$ cat config.mk
export PLATFORM = sky130hd
export DESIGN_NAME = io_window_classifier
export DESIGN_NICKNAME = d
export VERILOG_FILES = /design/src/rtl/io_window_pkg.sv /design/src/rtl/io_window_ctrl.sv /design/src/rtl/io_window_dp.sv /design/src/rtl/io_window_classifier.sv
export SDC_FILE = /design/constraint.sdc
export NUM_CORES = 1
export LEC_CHECK = 0
export BUFFER_PORTS_ARGS = -buffer_cell sky130_fd_sc_hd__clkbuf_2
export CELL_PAD_IN_SITES_DETAIL_PLACEMENT = 0
export CELL_PAD_IN_SITES_GLOBAL_PLACEMENT = 1
export CORE_MARGIN = 8
export CORE_UTILIZATION = 32
export CTS_CLUSTER_SIZE = 25
export DETAILED_ROUTE_END_ITERATION = 6
export PLACE_DENSITY = 0.7
export SYNTH_ARGS = -nofsm -noshare
export SYNTH_HDL_FRONTEND = slang
export SYNTH_SLANG_ARGS = --single-unit
$ cat constraint.sdc
create_clock -name clk -period 1.74 [get_ports clk]
set_input_delay 0.261 -clock clk [delete_from_list [all_inputs] [get_ports clk]]
set_output_delay 0.261 -clock clk [all_outputs]
set_load 0.01 [all_outputs]
$ cat src/rtl/io_window_pkg.sv
package io_window_pkg;

  // number of I/O windows and width of the update-bus location field
  localparam int unsigned SEC_NUM = 4;
  localparam int unsigned CSR_W   = 12;

  // bus locations: window i base at SEC_FIRST + SEC_STRIDE*i, mask one above
  localparam logic [CSR_W-1:0] SEC_FIRST   = 12'h7b0;
  localparam int unsigned      SEC_STRIDE  = 4;
  localparam logic [CSR_W-1:0] COMMIT_LOC  = 12'h7bf;

  // strobes handed from the decoder to the register datapath
  typedef struct packed {
    logic [SEC_NUM-1:0] baseWe;
    logic [SEC_NUM-1:0] maskWe;
    logic               commit;
  } winStrobe_t;

endpackage

$ cat src/rtl/io_window_ctrl.sv
module io_window_ctrl
  import io_window_pkg::*;
(
  input  logic             updValid,
  input  logic [CSR_W-1:0] updAddr,
  output winStrobe_t       strobe
);

  always_comb begin
    strobe = '0;
    if (updValid) begin
      strobe.commit = (updAddr == COMMIT_LOC);
      for (int i = 0; i < SEC_NUM; i++) begin
        strobe.baseWe[i] = (updAddr == CSR_W'(SEC_FIRST + SEC_STRIDE * i));
        strobe.maskWe[i] = (updAddr == CSR_W'(SEC_FIRST + SEC_STRIDE * i + 1));
      end
    end
  end

endmodule

$ cat src/rtl/io_window_dp.sv
module io_window_dp
  import io_window_pkg::*;
#(
  parameter int unsigned        ADDR_W    = 32,
  parameter logic [ADDR_W-1:0]  INIT_BASE = 32'h4000_0000,
  parameter logic [ADDR_W-1:0]  INIT_MASK = 32'h0000_ffff
) (
  input  logic              clk,
  input  logic              rstN,
  input  winStrobe_t        strobe,
  input  logic [ADDR_W-1:0] updData,
  input  logic [ADDR_W-1:0] reqAddr,
  output logic [SEC_NUM-1:0] secHit
);

  for (genvar g = 0; g < SEC_NUM; g++) begin : gSec
    localparam logic [ADDR_W-1:0] RST_BASE = (g == 0) ? INIT_BASE : '0;
    localparam logic [ADDR_W-1:0] RST_MASK = (g == 0) ? INIT_MASK : '0;

    logic [ADDR_W-1:0] shadowBase, shadowMask;
    logic [ADDR_W-1:0] activeBase, activeMask;

    always_ff @(posedge clk) begin
      if (!rstN) begin
        shadowBase <= RST_BASE;
        shadowMask <= RST_MASK;
      end else begin
        if (strobe.baseWe[g]) shadowBase <= updData;
        if (strobe.maskWe[g]) shadowMask <= updData;
      end
    end

    always_ff @(posedge clk) begin
      if (!rstN) begin
        activeBase <= RST_BASE;
        activeMask <= RST_MASK;
      end else if (strobe.commit) begin
        activeBase <= shadowBase;
        activeMask <= shadowMask;
      end
    end

    assign secHit[g] = (|activeMask) && ((reqAddr & ~activeMask) == activeBase);
  end

endmodule

$ cat src/rtl/io_window_classifier.sv
module io_window_classifier
  import io_window_pkg::*;
#(
  parameter int unsigned        ADDR_W    = 32,
  parameter logic [ADDR_W-1:0]  INIT_BASE = 32'h4000_0000,
  parameter logic [ADDR_W-1:0]  INIT_MASK = 32'h0000_ffff
) (
  input  logic              clk,
  input  logic              rstN,
  input  logic              updValid,
  input  logic [CSR_W-1:0]  updAddr,
  input  logic [ADDR_W-1:0] updData,
  input  logic [ADDR_W-1:0] reqAddr,
  output logic              isIo
);

  winStrobe_t         strobe;
  logic [SEC_NUM-1:0] secHit;

  io_window_ctrl u_ctrl (
    .updValid (updValid),
    .updAddr  (updAddr),
    .strobe   (strobe)
  );

  io_window_dp #(
    .ADDR_W    (ADDR_W),
    .INIT_BASE (INIT_BASE),
    .INIT_MASK (INIT_MASK)
  ) u_dp (
    .clk     (clk),
    .rstN    (rstN),
    .strobe  (strobe),
    .updData (updData),
    .reqAddr (reqAddr),
    .secHit  (secHit)
  );

  assign isIo = |secHit;

endmodule

Word level (Yosys, flattened, before mapping) --
Index checks and enable logic that the tools add are counted.
Operators by class: add/subtract/negate cells 0, multipliers 0, divide/modulo/power cells 0, $lt $le $gt $ge 0, eq/ne operators 13, shift-type cells 0, muxes and demuxes 1, bitwise logic cells 8, reductions and logical operators 9
Operators with widths (number):
- $and A32 B32 Y32 | 4
- $eq A32 B32 Y1 | 4
- $not A32 Y32 | 4
- $reduce_or A32 Y1 | 4
- $eq A12 B11 Y1 const B | 9
- $mux W9 | 1
- $logic_and A1 B1 Y1 | 4
- $reduce_or A4 Y1 | 1
Word-level totals: bits in registers 512, latch bits 0, RAM bits 0, bits in read-only memories 0, input bits 79, word-level logic and storage cells 47, memories 0

Longest topological paths before layout --
depth in word-level cells 5, mapped depth 8

Cells and area by module --
From an unflattened synthesis, not the netlist that was laid out.
Unflattened totals: cells, all modules 2051, area, all modules 21782.1 um2
By module, submodules not included:
- io_window_dp | times used 1, cells each 2029, area each 21634.5 um2
- io_window_ctrl | times used 1, cells each 21, area each 140.1 um2
- io_window_classifier | times used 1, cells each 1, area each 7.5 um2

Worst setup path after synthesis --
Ideal clock, no wire load.
path type input port to flip-flop, start point input updAddr[11], end point register u_dp.gSec[0].shadowBase[30], setup time 0.133 ns, arrival time 1.667 ns, required time 1.607 ns, path slack -0.061 ns, stages 8, path buffers 2, cell sequence nand4b_1 -> nor4_4 -> nand2_1 -> or3_1 -> clkbuf_1 -> buf_2 -> nand2_1 -> nand3_1
On the way: word-level cells in the longest chain between the ends 2
Ends and longest elaborated chain:
- start: declaration | line io_window_classifier.sv:11 | input logic [CSR_W-1:0] updAddr,
- $eq A12 B11 Y1 | line io_window_ctrl.sv:14 | strobe.baseWe[i] = (updAddr == CSR_W'(SEC_FIRST + SEC_STRIDE * i));
- $mux W9 | line io_window_ctrl.sv:11 | if (updValid) begin
- end signal: assignment | line io_window_dp.sv:28 | if (strobe.baseWe[g]) shadowBase <= updData;
- end: declaration | line io_window_dp.sv:20 | logic [ADDR_W-1:0] shadowBase, shadowMask;
No other way between the ends. A chain may end at the register's enable or synchronous reset.

Worst setup path in the final report --
start point register u_dp.gSec[2].activeMask[31], end point output isIo
On the way: word-level cells in the longest chain between the ends 5
Ends and longest elaborated chain:
- start: declaration | line io_window_dp.sv:21 | logic [ADDR_W-1:0] activeBase, activeMask;
- start signal: assignment | line io_window_dp.sv:39 | activeMask <= shadowMask;
- $not A32 Y32 | line io_window_dp.sv:43 | assign secHit[g] = (|activeMask) && ((reqAddr & ~activeMask) == activeBase);
- $and A32 B32 Y32 | line io_window_dp.sv:43
- $eq A32 B32 Y1 | line io_window_dp.sv:43
- $logic_and A1 B1 Y1 * | line io_window_dp.sv:43
- $reduce_or A4 Y1 * | line io_window_classifier.sv:39 | assign isIo = |secHit;
- end: declaration | line io_window_classifier.sv:14 | output logic isIo
Mark *: on every way between the ends. The rest lies on a longest branch, timed or not.

==> flow_metrics.py <==
metrics = {
    "status": {
        "outcome": "finished with violations",
        "violated_checks": "negative setup slack",
    },
    "sta": {
        "maxClockFrequency_mhz": 351,
        "setup_viol": 1,
        "timing.final.crit_share": 1.64,
        "report.final.hold_viol_count": 0,
        "skew_ns": 0.0117,
        "final.setup.worst_slack_ns": -1.11,
        "max_slew_violation_total_from_the_final_report": 0,
        "worstMarginPinSlew_ns": 0.566,
        "max-slew-margin-rel": 0.623,
        "rsz0062_at_grt": "yes",
        "min_period_ns": 2.85,
    },
    "worst_setup_path": {
        "critical_path.startpoint_type": "flip-flop",
        "setup.worst_path.start": "u_dp.gSec[2].activeMask[31]",
        "critical_path.endpoint_type": "output pin",
        "timing.critical_path.fanout_max": 3,
        "worst-setup-path-type": "reg -> out",
        "cp_data_arrival_time_ns": 2.59,
        "reg2reg_from": "u_dp.gSec[3].activeMask[9]",
        "required_ns": 1.48,
    },
    "power": {
        "report.power.total_mw": 25.1,
        "comb_power_share": 0.044,
        "p_leak_nw": 9.08,
        "share_clk_of_total_power": 0.490,
        "internal-power_mw": 19.7,
        "p_sw_mw": 5.46,
        "sequentialPowerShare": 0.466,
        "vdd.ir_drop.worst_mv": 0.624,
        "sw_frac_of_total": 0.217,
        "powerDensity_nw_per_um2": 951,
    },
    "detailed_routing": {
        "detail_route.wl_per_cell_um": 20.0,
        "ant_nets": 0,
        "detailed_router_iteration_count_before_antenna_repair": 5,
        "drcViolationCount": 0,
        "routed_wl_mm": 73.9,
        "post_drt_via_cell_ratio": 4.89,
        "drt_first_iter_violations": 1427,
        "route.vias.total": 18100,
    },
    "clock_tree": {
        "clockBufferDepth": 3,
        "cts_buffers": 53,
        "worst_setup_hold_path_clk_slew_ns": 0.06,
        "clk_latency_ns": 0.61,
        "tritoncts": "done",
        "htree_levels": 2,
        "cts_root_buffer": "sky130_fd_sc_hd__clkbuf_16",
        "clock-sinks": 512,
    },
    "placement": {
        "gpl.final_weighted_congestion": 0.917,
        "placement.io_buffers": 79,
        "hpwl_mm": 50.9,
        "placedInstanceArea_um2": 24400,
        "place.detailed.instances": 3601,
    },
    "worst_hold_path": {
        "hp-class": "in -> reg",
        "holdCritStartpoint": "updData[20]",
    },
    "yosys": {
        "share_of_the_synthesized_area_in_the_top_cell_type": 0.479,
        "ys_top_cells_by_area": "sky130_fd_sc_hd__dfxtp_1 48%, sky130_fd_sc_hd__nand2_1 18%, sky130_fd_sc_hd__a21boi_0 13%",
        "yosys_warnings": 0,
        "synth.avg_cell_area_um2": 8.17,
        "postSynthCellCount": 2620,
        "synth_seq_area_share": 0.479,
        "yosys_top_cell_by_area": "sky130_fd_sc_hd__dfxtp_1",
        "syn_nets": 2699,
        "yosysUniqueCellTypes": 24,
        "synth.cell_area_um2": 21400,
        "yosys_register_bits": 512,
    },
    "floorplan": {
        "core_um2": 66700,
        "initial_core_util": 0.321,
        "area_enclosed_by_the_die_boundary_um2": 75500,
        "die_height_um": 275,
        "pin_count": 80,
        "die_w_um": 275,
        "row_count": 95,
    },
    "flow_run": {
        "max_cap_viol_count": 0,
    },
    "final_layout": {
        "design_area_um2": 26400,
        "layout-area-overhead-vs-synth_pct": 23.4,
        "final.fill_count": 6612,
        "finished_layout_cells": 3700,
        "final_net_count": 2863,
        "final_layout_size_suffix_gt1_frac": 0.155,
    },
    "grt": {
        "initial_antenna_violation_count": 4,
        "grt_start_max_net_pins": 106,
        "first_global_vias": 17600,
        "grt_use_total": 0.192,
        "gr-total-overflow": 0,
        "grt_pass1_wl_mm": 111,
    },
}
-- cells in the final DEF (no fill, tap or decap), types with 3 or more instances in the layout --
cell type / instances
sky130_fd_sc_hd__a21boi_0: 373
sky130_fd_sc_hd__a21boi_1: 105
sky130_fd_sc_hd__buf_12: 46
sky130_fd_sc_hd__buf_4: 180
sky130_fd_sc_hd__buf_6: 3
sky130_fd_sc_hd__bufinv_16: 7
sky130_fd_sc_hd__clkbuf_1: 11
sky130_fd_sc_hd__clkbuf_16: 55
sky130_fd_sc_hd__clkbuf_2: 77
sky130_fd_sc_hd__clkbuf_8: 16
sky130_fd_sc_hd__clkinv_2: 4
sky130_fd_sc_hd__dfxtp_1: 505
sky130_fd_sc_hd__dfxtp_2: 6
sky130_fd_sc_hd__diode_2: 3
sky130_fd_sc_hd__nand2_1: 1028
sky130_fd_sc_hd__nand2b_1: 10
sky130_fd_sc_hd__nand3_1: 34
sky130_fd_sc_hd__nand4_1: 40
sky130_fd_sc_hd__nor2_4: 6
sky130_fd_sc_hd__nor2b_1: 114
sky130_fd_sc_hd__nor2b_2: 6
sky130_fd_sc_hd__nor4_1: 35
sky130_fd_sc_hd__nor4_2: 4
sky130_fd_sc_hd__nor4_4: 3
sky130_fd_sc_hd__o211ai_1: 3
sky130_fd_sc_hd__or2_2: 4
sky130_fd_sc_hd__xnor2_1: 119
sky130_fd_sc_hd__xnor2_2: 9
-- path summary, 6_finish.rpt --
kind / cells past startpoint / to / slack (ns)
setup reg to reg: 3 / u_dp.gSec[3].activeMask[9] / 0.84
hold / removal: 3 / u_dp.gSec[0].shadowMask[20] / 0.03
hold reg to reg: 2 / u_dp.gSec[0].activeMask[19] / 0.45
setup / recovery: 9 / isIo / -1.11
-- synth_stat cells --
master / n
sky130_fd_sc_hd__nand2_1: 1028
sky130_fd_sc_hd__nor4_1: 41
sky130_fd_sc_hd__a21boi_1: 105
sky130_fd_sc_hd__xnor2_1: 128
sky130_fd_sc_hd__clkbuf_1: 100
sky130_fd_sc_hd__and2_1: 1
sky130_fd_sc_hd__buf_2: 84
sky130_fd_sc_hd__nor2b_1: 120
sky130_fd_sc_hd__or2_2: 4
sky130_fd_sc_hd__nand3_1: 36
sky130_fd_sc_hd__nor3_2: 2
sky130_fd_sc_hd__dfxtp_1: 512
sky130_fd_sc_hd__and3_1: 2
sky130_fd_sc_hd__or3_1: 2
sky130_fd_sc_hd__a21boi_0: 373
sky130_fd_sc_hd__nor4_4: 1
sky130_fd_sc_hd__nand2b_1: 11
sky130_fd_sc_hd__nand4b_1: 1
sky130_fd_sc_hd__nand4_1: 40
sky130_fd_sc_hd__o211ai_1: 3
sky130_fd_sc_hd__buf_4: 16
sky130_fd_sc_hd__nor3_1: 1
sky130_fd_sc_hd__nand3b_2: 1
sky130_fd_sc_hd__nor2_1: 8
-- power groups by stage --
stage | combinational [mW] | sequential [mW] | clock, mW
final | 1.11 | 11.7 | 12.3
after global routing | 1.16 | 11.7 | 13.0
after CTS | 1.11 | 11.7 | 12.5
after detailed placement | 1.09 | 12.0 | 0
after global placement | 1.09 | 12.0 | 0
after floorplan | 0.595 | 12.0 | 0
-- cells by family after synthesis --
logic type	after synthesis	synth area share
buf+inv	200	0.0428
simple gates	1299	0.258
flops	512	0.479
compound gates	481	0.169
xor+xnor	128	0.0523
-- state kept, by name, indices dropped and copies added (netlist names) --
name and flops:
u_dp.gSec.activeBase 128, u_dp.gSec.activeMask 128, u_dp.gSec.shadowBase 128, u_dp.gSec.shadowMask 128
-- final cells by class --
cell class | instances | area [um2] | area share
multi-input cells | 1908 | 10500 | 0.396
clock inverters | 13 | 246 | 0.00932
diodes | 3 | 7.51 | 0.000284
repair buffers | 309 | 2720 | 0.103
clock buffers | 82 | 1640 | 0.0620
well taps | 873 | 1090 | 0.0413
flip-flops and latches | 512 | 10300 | 0.388
-- critical path: stages (launching register included) --
cell                       delay, ns
sky130_fd_sc_hd__dfxtp_1        0.37
sky130_fd_sc_hd__nor2b_2        0.07
sky130_fd_sc_hd__xnor2_2        0.21
sky130_fd_sc_hd__buf_4          0.15
sky130_fd_sc_hd__nand4_1        0.16
sky130_fd_sc_hd__buf_4          0.19
sky130_fd_sc_hd__nor4_1         0.25
sky130_fd_sc_hd__o211ai_1       0.14
sky130_fd_sc_hd__nand4_1        0.27
sky130_fd_sc_hd__buf_2          0.20
-- what timing repair did --
action,CTS,global route
setup endpoints to repair,1,1
hold buffers,1,0
resized for setup,26,9
buffers inserted,1,0
gates cloned,0,0
pin swaps,8,5
hold endpoints to repair,7,0
-- layer usage --
layer	routed length, um	vias to the layer above	GRT usage
met2	34800	422	0.322
li1	-	8782	-
met1	33200	8777	0.254
met4	2430	2	0.0618
met3	3370	117	0.0262
met5	12	-	0
-- per-stage QoR --
stage / hold WS (ns) / utilization / setup WS, ns / TNS [ns]
3_5_place_dp: 0.442 / 0.366 / -0.901 / -125.96
5_1_grt: 0.0282 / 0.396 / -1.11 / -1.11
4_1_cts: 0.00659 / 0.396 / -1.12 / -1.12
6_report: 0.0287 / 0.396 / -1.11 / -1.11
2_1_floorplan: 0.431 / - / -0.0606 / -6.18
3_3_place_gp: 0.438 / 0.366 / -0.927 / -100.81
(Power assumes the default switching activity.)
